## config.mk

```make
export PLATFORM = sky130hd
export DESIGN_NAME = dma_addr_seq
export DESIGN_NICKNAME = d
export VERILOG_FILES = /design/src/rtl/dma_seq_pkg.sv /design/src/rtl/seq_addr_gen.sv /design/src/rtl/seq_beat_cnt.sv /design/src/rtl/seq_ctrl.sv /design/src/rtl/dma_addr_seq.sv
export SDC_FILE = /design/constraint.sdc
export NUM_CORES = 1
export LEC_CHECK = 0
export ABC_AREA = 1
export ABC_CLOCK_PERIOD_IN_PS = 4650
export BUFFER_PORTS_ARGS = -buffer_cell sky130_fd_sc_hd__buf_2
export CAP_MARGIN = 5
export CELL_PAD_IN_SITES_DETAIL_PLACEMENT = 1
export CELL_PAD_IN_SITES_GLOBAL_PLACEMENT = 2
export CORE_MARGIN = 8
export CORE_UTILIZATION = 29
export DETAILED_ROUTE_END_ITERATION = 6
export GPL_ROUTABILITY_DRIVEN = 0
export PLACE_DENSITY_LB_ADDON = 0.1
export SYNTH_ARGS = -nofsm -noshare
export SYNTH_HDL_FRONTEND = slang
export SYNTH_SLANG_ARGS = --single-unit
```

## constraint.sdc

```tcl
create_clock -name clk -period 4.65 [get_ports clk]
set_clock_uncertainty 0.2 [all_clocks]
set_input_delay 0.6975 -clock clk [delete_from_list [all_inputs] [get_ports clk]]
set_output_delay 0.6975 -clock clk [all_outputs]
set_load 0.03 [all_outputs]
```

## src/rtl/dma_seq_pkg.sv

```systemverilog
package dma_seq_pkg;
  localparam int CTRL_W = 16;
  localparam int STEP_W = 3;

  typedef enum logic [1:0] {
    BS_BYTE = 2'd0,
    BS_HALF = 2'd1,
    BS_WORD = 2'd2,
    BS_RSVD = 2'd3
  } beat_size_e;

  typedef enum logic [1:0] {
    ACT_NONE = 2'd0,
    ACT_IRQ  = 2'd1,
    ACT_SUSP = 2'd2,
    ACT_BOTH = 2'd3
  } blk_act_e;

  typedef struct packed {
    logic [5:0]        rsvd;
    logic [STEP_W-1:0] step;
    logic              step_sel;
    logic              dst_inc;
    logic              src_inc;
    blk_act_e          act;
    beat_size_e        bsize;
  } ctrl_t;

  typedef enum logic [1:0] {
    ST_IDLE = 2'd0,
    ST_RUN  = 2'd1,
    ST_SUSP = 2'd2
  } chan_st_e;
endpackage

```

## src/rtl/seq_addr_gen.sv

```systemverilog
module seq_addr_gen #(
  parameter int AW     = 32,
  parameter int STEP_W = 3
) (
  input  logic              clk,
  input  logic              rst_n,
  input  logic              load,
  input  logic [AW-1:0]     start_addr,
  input  logic              adv,
  input  logic              inc_en,
  input  logic              use_step,
  input  logic [1:0]        bsize,
  input  logic [STEP_W-1:0] step,
  output logic [AW-1:0]     addr
);
  logic [AW-1:0] bytes;
  logic [AW-1:0] delta;

  always_comb begin
    bytes = AW'(1) << bsize;
    if (!inc_en)
      delta = '0;
    else if (use_step)
      delta = bytes << step;
    else
      delta = bytes;
  end

  always_ff @(posedge clk) begin
    if (!rst_n)
      addr <= '0;
    else if (load)
      addr <= start_addr;
    else if (adv)
      addr <= addr + delta;
  end
endmodule

```

## src/rtl/seq_beat_cnt.sv

```systemverilog
module seq_beat_cnt #(
  parameter int CW = 16
) (
  input  logic          clk,
  input  logic          rst_n,
  input  logic          load,
  input  logic [CW-1:0] count_in,
  input  logic          dec,
  output logic [CW-1:0] left,
  output logic          last
);
  assign last = (left == CW'(1));

  always_ff @(posedge clk) begin
    if (!rst_n)
      left <= '0;
    else if (load)
      left <= (count_in == '0) ? CW'(1) : count_in;
    else if (dec)
      left <= left - CW'(1);
  end
endmodule

```

## src/rtl/seq_ctrl.sv

```systemverilog
module seq_ctrl
  import dma_seq_pkg::*;
(
  input  logic     clk,
  input  logic     rst_n,
  input  logic     start,
  input  logic     bad_cfg,
  input  blk_act_e act,
  input  logic     ready,
  input  logic     last,
  input  logic     resume,
  output logic     take_cfg,
  output logic     load,
  output logic     hs,
  output logic     run,
  output logic     irq,
  output logic     susp,
  output logic     err
);
  chan_st_e st;

  assign take_cfg = (st == ST_IDLE) && start;
  assign load     = take_cfg && !bad_cfg;
  assign run      = (st == ST_RUN);
  assign hs       = run && ready;
  assign susp     = (st == ST_SUSP);

  always_ff @(posedge clk) begin
    if (!rst_n) begin
      st  <= ST_IDLE;
      irq <= 1'b0;
      err <= 1'b0;
    end else begin
      irq <= 1'b0;
      unique case (st)
        ST_IDLE: begin
          if (take_cfg) begin
            err <= bad_cfg;
            if (!bad_cfg)
              st <= ST_RUN;
          end
        end
        ST_RUN: begin
          if (hs && last) begin
            irq <= act[0];
            st  <= act[1] ? ST_SUSP : ST_IDLE;
          end
        end
        ST_SUSP: begin
          if (resume)
            st <= ST_IDLE;
        end
        default: st <= ST_IDLE;
      endcase
    end
  end
endmodule

```

## src/rtl/dma_addr_seq.sv

```systemverilog
module dma_addr_seq
  import dma_seq_pkg::*;
#(
  parameter int AW = 32,
  parameter int CW = 16
) (
  input  logic              clk,
  input  logic              rst_n,
  input  logic              start,
  input  logic [CTRL_W-1:0] ctrl_in,
  input  logic [AW-1:0]     src_start,
  input  logic [AW-1:0]     dst_start,
  input  logic [CW-1:0]     count_in,
  input  logic              resume,
  input  logic              beat_ready,
  output logic              beat_valid,
  output logic [AW-1:0]     src_addr,
  output logic [AW-1:0]     dst_addr,
  output logic [1:0]        beat_size,
  output logic [CW-1:0]     beats_left,
  output logic [CTRL_W-1:0] ctrl_rd,
  output logic              block_irq,
  output logic              suspended,
  output logic              cfg_err
);
  localparam int NSIDE = 2;
  localparam logic [CTRL_W-1:0] RSVD_MASK = {6'b0, {(CTRL_W-6){1'b1}}};

  ctrl_t cfg_q;
  ctrl_t cfg_in;
  logic  take_cfg, load, hs, last;
  logic [AW-1:0] start_a [NSIDE];
  logic [AW-1:0] addr_a  [NSIDE];

  assign cfg_in = ctrl_t'(ctrl_in & RSVD_MASK);

  always_ff @(posedge clk) begin
    if (!rst_n)
      cfg_q <= '0;
    else if (take_cfg)
      cfg_q <= cfg_in;
  end

  seq_ctrl u_ctrl (
    .clk      (clk),
    .rst_n    (rst_n),
    .start    (start),
    .bad_cfg  (cfg_in.bsize == BS_RSVD),
    .act      (cfg_q.act),
    .ready    (beat_ready),
    .last     (last),
    .resume   (resume),
    .take_cfg (take_cfg),
    .load     (load),
    .hs       (hs),
    .run      (beat_valid),
    .irq      (block_irq),
    .susp     (suspended),
    .err      (cfg_err)
  );

  seq_beat_cnt #(.CW(CW)) u_cnt (
    .clk      (clk),
    .rst_n    (rst_n),
    .load     (load),
    .count_in (count_in),
    .dec      (hs),
    .left     (beats_left),
    .last     (last)
  );

  assign start_a[0] = src_start;
  assign start_a[1] = dst_start;

  for (genvar g = 0; g < NSIDE; g++) begin : g_side
    logic inc_en;
    logic use_step;
    if (g == 0) begin : g_src
      assign inc_en   = cfg_q.src_inc;
      assign use_step = cfg_q.step_sel;
    end else begin : g_dst
      assign inc_en   = cfg_q.dst_inc;
      assign use_step = !cfg_q.step_sel;
    end
    seq_addr_gen #(.AW(AW), .STEP_W(STEP_W)) u_addr (
      .clk        (clk),
      .rst_n      (rst_n),
      .load       (load),
      .start_addr (start_a[g]),
      .adv        (hs),
      .inc_en     (inc_en),
      .use_step   (use_step),
      .bsize      (cfg_q.bsize),
      .step       (cfg_q.step),
      .addr       (addr_a[g])
    );
  end

  assign src_addr  = addr_a[0];
  assign dst_addr  = addr_a[1];
  assign beat_size = cfg_q.bsize;
  assign ctrl_rd   = cfg_q;
endmodule

```

== Word level (Yosys, flattened, before mapping) ==
Cells that the tools add are included.

* Register bits: 94
* Input bits: 101
* Output and inout port bits: 102
* Word-level logic and storage cells: 53

* $add $sub $neg: 3
* Equal/unequal tests: 8
* Shifts and indexed selects: 2
* Muxes and demuxes: 17
* Reduce and logical (&&, ||, !) cells: 11

{| class="wikitable"
|+ Operator list
! cell !! number
|-
| 2-to-1 mux 32 bit || 8
|-
| adder 32 bit || 2
|-
| 2-to-1 mux 16 bit || 3
|-
| left shift 1 x 2 -> 32 bit (first input constant) || 1
|-
| left shift 32 x 3 -> 32 bit || 1
|-
| == test 16 x 1 -> 1 bit (second input constant) || 1
|-
| zero test 16 bit || 1
|-
| subtractor 16 x 1 -> 16 bit (second input constant) || 1
|-
| 2-to-1 mux 2 bit || 5
|-
| != test 2 bit (second input constant) || 3
|-
| case mux 2 bit (3 select lines) || 1
|-
| == test 2 bit (second input constant) || 2
|-
| logical AND 1 bit || 4
|-
| AND reduction 4 bit || 1
|-
| AND reduction 3 bit || 1
|-
| == test 2 x 1 -> 1 bit (second input constant) || 1
|-
| zero test 2 bit || 1
|-
| != test 2 x 1 -> 1 bit (second input constant) || 1
|-
| AND reduction 2 bit || 1
|-
| nonzero test 2 bit || 1
|-
| zero test 1 bit || 1
|}

== Longest topological paths before layout ==
* Depth after elaboration: 7
* Mapped depth: 22
* Depth with buffers taken out: 22

== Hierarchy ==
A second synthesis with hierarchy kept.

* Cell total of the unflattened synthesis: 1303
* Area total of the unflattened synthesis: 7788.7 µm²

{| class="wikitable"
|+ Modules (own cells, without submodules)
! module !! times used !! cells an instance !! area an instance (µm²) !! sequential area each (µm²)
|-
| seq_addr_gen || 2 || 503 || 2952.8 || 640.6
|-
| seq_beat_cnt || 1 || 185 || 1148.6 || 320.3
|-
| dma_addr_seq || 1 || 78 || 509.2 || 200.2
|-
| seq_ctrl || 1 || 34 || 225.2 || 80.1
|}

== Worst setup path after synthesis ==
No wires, ideal clock.

* Kind: flip-flop to flip-flop
* Start: reg cfg_q (netlist bit beat_size[0])
* End: reg g_side[0].u_addr.addr[27]
* Setup time: 71 ps
* Arrival time: 2706 ps
* Required time: 4379 ps
* Slack: 1674 ps
* Cell stages (with the launch flop): 19
* Path buffers: 0
* Period minus slack after synthesis: 2976 ps
* Cells stage by stage: dfxtp_1 inv_1 nor2_1 nand2_1 o21ai_0 o21ai_0 or2_2 a21oi_1 ha_1 or2_1 nand3_1 nand2_1 nand2_1 nand2_1 nand2_1 nand2_1 nand3_1 nand2_1 a21oi_1

* Longest elaborated chain between the ends: 7

{| class="wikitable"
|+ RTL lines
! item !! line !! source
|-
| start, declared || dma_addr_seq.sv:29 || <nowiki>ctrl_t cfg_q;</nowiki>
|-
| start signal, assigned || dma_addr_seq.sv:41 || <nowiki>cfg_q <= cfg_in;</nowiki>
|-
| left shift 1 x 2 -> 32 bit (*) || seq_addr_gen.sv:20 || <nowiki>bytes = AW'(1) << bsize;</nowiki>
|-
| left shift 32 x 3 -> 32 bit || seq_addr_gen.sv:24 || <nowiki>delta = bytes << step;</nowiki>
|-
| 2-to-1 mux 32 bit (*) || seq_addr_gen.sv:23 || <nowiki>else if (use_step)</nowiki>
|-
| 2-to-1 mux 32 bit (*) || seq_addr_gen.sv:21 || <nowiki>if (!inc_en)</nowiki>
|-
| adder 32 bit (*) || seq_addr_gen.sv:35 || <nowiki>addr <= addr + delta;</nowiki>
|-
| 2-to-1 mux 32 bit (*) || seq_addr_gen.sv:34 || <nowiki>else if (adv)</nowiki>
|-
| 2-to-1 mux 32 bit (*) || seq_addr_gen.sv:32 || <nowiki>else if (load)</nowiki>
|-
| end signal, assigned || seq_addr_gen.sv:33 || <nowiki>addr <= start_addr;</nowiki>
|-
| end signal, assigned || seq_addr_gen.sv:35 ||
|-
| end, declared || seq_addr_gen.sv:14 || <nowiki>output logic [AW-1:0] addr</nowiki>
|}

Mark *: on every way between the ends. The rest lies on a longest branch, timed or not. The select of a mux whose other input is x is not followed.
A chain may end at the register's enable or synchronous reset.

== Worst setup path in the final report ==
* Start: reg cfg_q (netlist bit beat_size[0])
* End: reg g_side[0].u_addr.addr[20]

The elaborated chain is that of the path after synthesis.

==> impl_metrics.yaml <==
synthesis:
  synthArstFlopShare_pct: 0
  synth_cells: 1282
  synth_cell_types: 48
  yosys_warnings: 0
  ys.flop_type: "dfxtp_1"
  ys_seq_elements: 94
  syn-cell-area_mm2: 0.00756
  yosysSeqAreaShare_pct: 24.9
  synth.top_cells.by_area: "dfxtp_1 (25%), nand2_1 (20%), nand3_1 (8.6%)"
  syn_avg_cell_area_um2: 5.90
  synth_top_area_share_pct: 24.9
  synth_edf_count: 0
  yosysTopAreaCell: "dfxtp_1"
critical_path:
  slowest_delay_ps: 420
  rr_endpoint: "g_side[0].u_addr.addr[20]"
  cp.arrival_ps: 3610
  r2r_start: "beat_size[0]"
  required_ps: 4700
  critPathCaptureType: "flip-flop"
  critical_path.cell_chain: "inv_1, nor2_1, nand2_1, o21ai_0, o21ai_0, or2_2, a21oi_1, ha_1, nand3_1, nand3_1, nand3_1, nand3_1, nand2_1, o21ai_0, a31oi_1, nor2_1"
  start_kind: "flip-flop"
  reg2reg_slack_ps: 1080
  crit_type: "flip-flop to flip-flop"
  crit_top_cell: "nand3_1"
  timing.critical_path.buf_inv: 1
  critical_path_depth: 16
  crit_fanout: 7
  rr_worst_depth: 16
  slowest_stage: "dfxtp_1"
  cp_top_family: "simple AND/OR/NAND/NOR gates"
drt:
  final_antenna_net_count: 0
  routedWlPerCell_um: 18.0
  dr.first_iter.drc_count: 311
  viasPerCell: 4.98
  wl_um: 32100
  firstDrtPassIters: 4
  vias: 8876
  drc: 0
sta:
  slew_viol_final: 0
  final_hold_viol_count: 0
  max_slew_margin_pct: 30.8
  setup_viol: 0
  worst_pin_slew_ps: 1040
  holdWs_ps: 285
  setup-tns-final_ps: 0
  post-route-period-util_pct: 76.7
  rsz0062_at_grt: "false"
  fin_ws_ps: 1080
  fin_crit_ps: 3570
  max_freq_mhz: 280
clock_tree:
  cts_tree: "yes"
  holdBufCountCts: 0
  cts_buffers: 9
  clk_pin_slew_ps: 80
  clockRootBuffer: "clkbuf_16"
  h-tree-depth: 3
  cts_resized: 0
  cts_sinks: 94
  cts.path.max_buffers: 2
  clock_latency_ps: 370
  postCtsSetupRepairBufs: 0
floorplanning:
  floorplan.initialDensity_pct: 29.3
  die_h_um: 177
  num_rows: 59
  io_pins: 203
  fp.dieW_um: 177
  core_area_mm2: 0.0258
  die_area_mm2: 0.0315
global_route:
  track_usage_pct: 20.3
  grt_pass1_wl_um: 50400
  grt_max_degree: 63
  grt-ovfl-total: 0
  grt_pass1_vias: 9124
  antenna_found_initial: 1
finish:
  post-route-util_pct: 34.6
  antennaDiodeCount: 0
  fillCellCount: 3568
  syn2layout_area_growth_pct: 18.4
  mostFrequentLayoutCell: "nand2_1"
  drive_above_1_share_pct: 17.0
  postLayoutCellArea_mm2: 0.00895
  layout_common_cells: "nand2_1 (408), buf_2 (190), inv_1 (158)"
  fin_nets: 1568
hold_path:
  hold_path_startpoint: "u_cnt.left[14]"
  holdPathEnd: "u_cnt.left[14]"
  whs_path_depth: 2
  hp-class: "flip-flop to flip-flop"
outcome:
  outcome: "complete, no violations"
pwr:
  peakVddDrop_mv: 0.137
  p_leak_nw: 4.32
  powerDensity_mw_per_mm2: 330
placement:
  port_buffers: 190
  dpl_cell_area_mm2: 0.00865
  hpwl_um: 24400
  dp_slack_ps: 1070
job:
  max_cap_violations: 0
per-stage QoR:
stage | power [W] | cells
floorplan | 0.00182 | 1287
global placement | 0.00216 | 1765
detailed placement | 0.00218 | 1765
CTS | 0.00300 | 1781
global route | 0.00315 | 1781
finish | 0.00296 | 1781
sequential cells by signal, indices dropped and copies added, names as in the netlist:
name,count
g_side.inc_en,2
u_ctrl.err,1
g_side.u_addr.addr,64
g_side.use_step,1
u_ctrl.irq,1
u_cnt.left,16
ctrl_rd,5
beat_size,2
u_ctrl.st,2
cell usage after synthesis, types with 2 or more instances:
cell type / instances
nand2_1: 408
inv_1: 158
nand3_1: 130
nor2_1: 120
dfxtp_1: 94
a21oi_1: 70
o21ai_0: 58
a31oi_1: 34
nand4_1: 25
ha_1: 24
buf_4: 19
nor3_1: 16
clkbuf_1: 15
buf_2: 12
nand3b_1: 10
buf_6: 8
nand2_2: 6
o21ai_1: 6
o221ai_1: 6
or2_2: 6
or2_1: 5
and2_1: 4
inv_2: 4
nor4_1: 4
xor2_1: 4
inv_4: 3
nor2_2: 3
nor3_2: 3
o2111ai_1: 3
a21boi_0: 2
fa_1: 2
nand3_2: 2
nor2_4: 2
o21bai_1: 2
kinds of logic after synthesis:
kind of cell / share of synthesized area, %
AND/OR/NAND/NOR: 42.9
buffers and inverters: 13.0
AO/OA/AOI/OAI: 14.1
flip-flops: 24.9
adder cells (fa/ha/maj): 4.50
XOR/XNOR: 0.579
other: 0.0496
tightest hold or removal path, stage by stage, from the launching register on:
cell and delay, ps:
dfxtp_1 320, nand2_1 70, a21oi_1 50
final cells by class:
class | count | area [µm²] | area share [%]
clock buffers | 12 | 246 | 2.75
clock inverters | 4 | 55.1 | 0.615
inverters | 166 | 631 | 7.04
multi-input cells | 973 | 4720 | 52.7
flip-flops and latches | 94 | 1880 | 21.0
well taps | 335 | 419 | 4.68
repair buffers | 197 | 1000 | 11.2
power by group:
part / total (W) / switching [W] / internal (W)
Combinational: 0.00110 / 0.000779 / 0.000319
Clock: 0.000819 / 0.000382 / 0.000437
Sequential: 0.00104 / 0.000138 / 0.000903
Total: 0.00296 / 0.00130 / 0.00166
layer usage:
layer | vias to the layer above | wire length, µm | global-route usage (%)
li1 | 4479 | - | -
met1 | 4192 | 14400 | 24.4
met2 | 163 | 15700 | 36.3
met3 | 40 | 1310 | 3.02
met4 | 2 | 725 | 6.53
met5 | - | 10 | 0
worst max-delay path by stage:
| stage | to | from | slack [ps] |
|---|---|---|---|
| 2_1_floorplan | g_side[0].u_addr.addr[27] | beat_size[0] | 1670 |
| 3_3_place_gp | g_side[0].u_addr.addr[20] | beat_size[0] | 1160 |
| 3_5_place_dp | g_side[0].u_addr.addr[20] | beat_size[0] | 1070 |
| 4_1_cts | g_side[0].u_addr.addr[20] | beat_size[0] | 1060 |
| 5_1_grt | g_side[0].u_addr.addr[20] | beat_size[0] | 770 |
| 6_report | g_side[0].u_addr.addr[20] | beat_size[0] | 1080 |
Power figures use the tool's default switching activity.
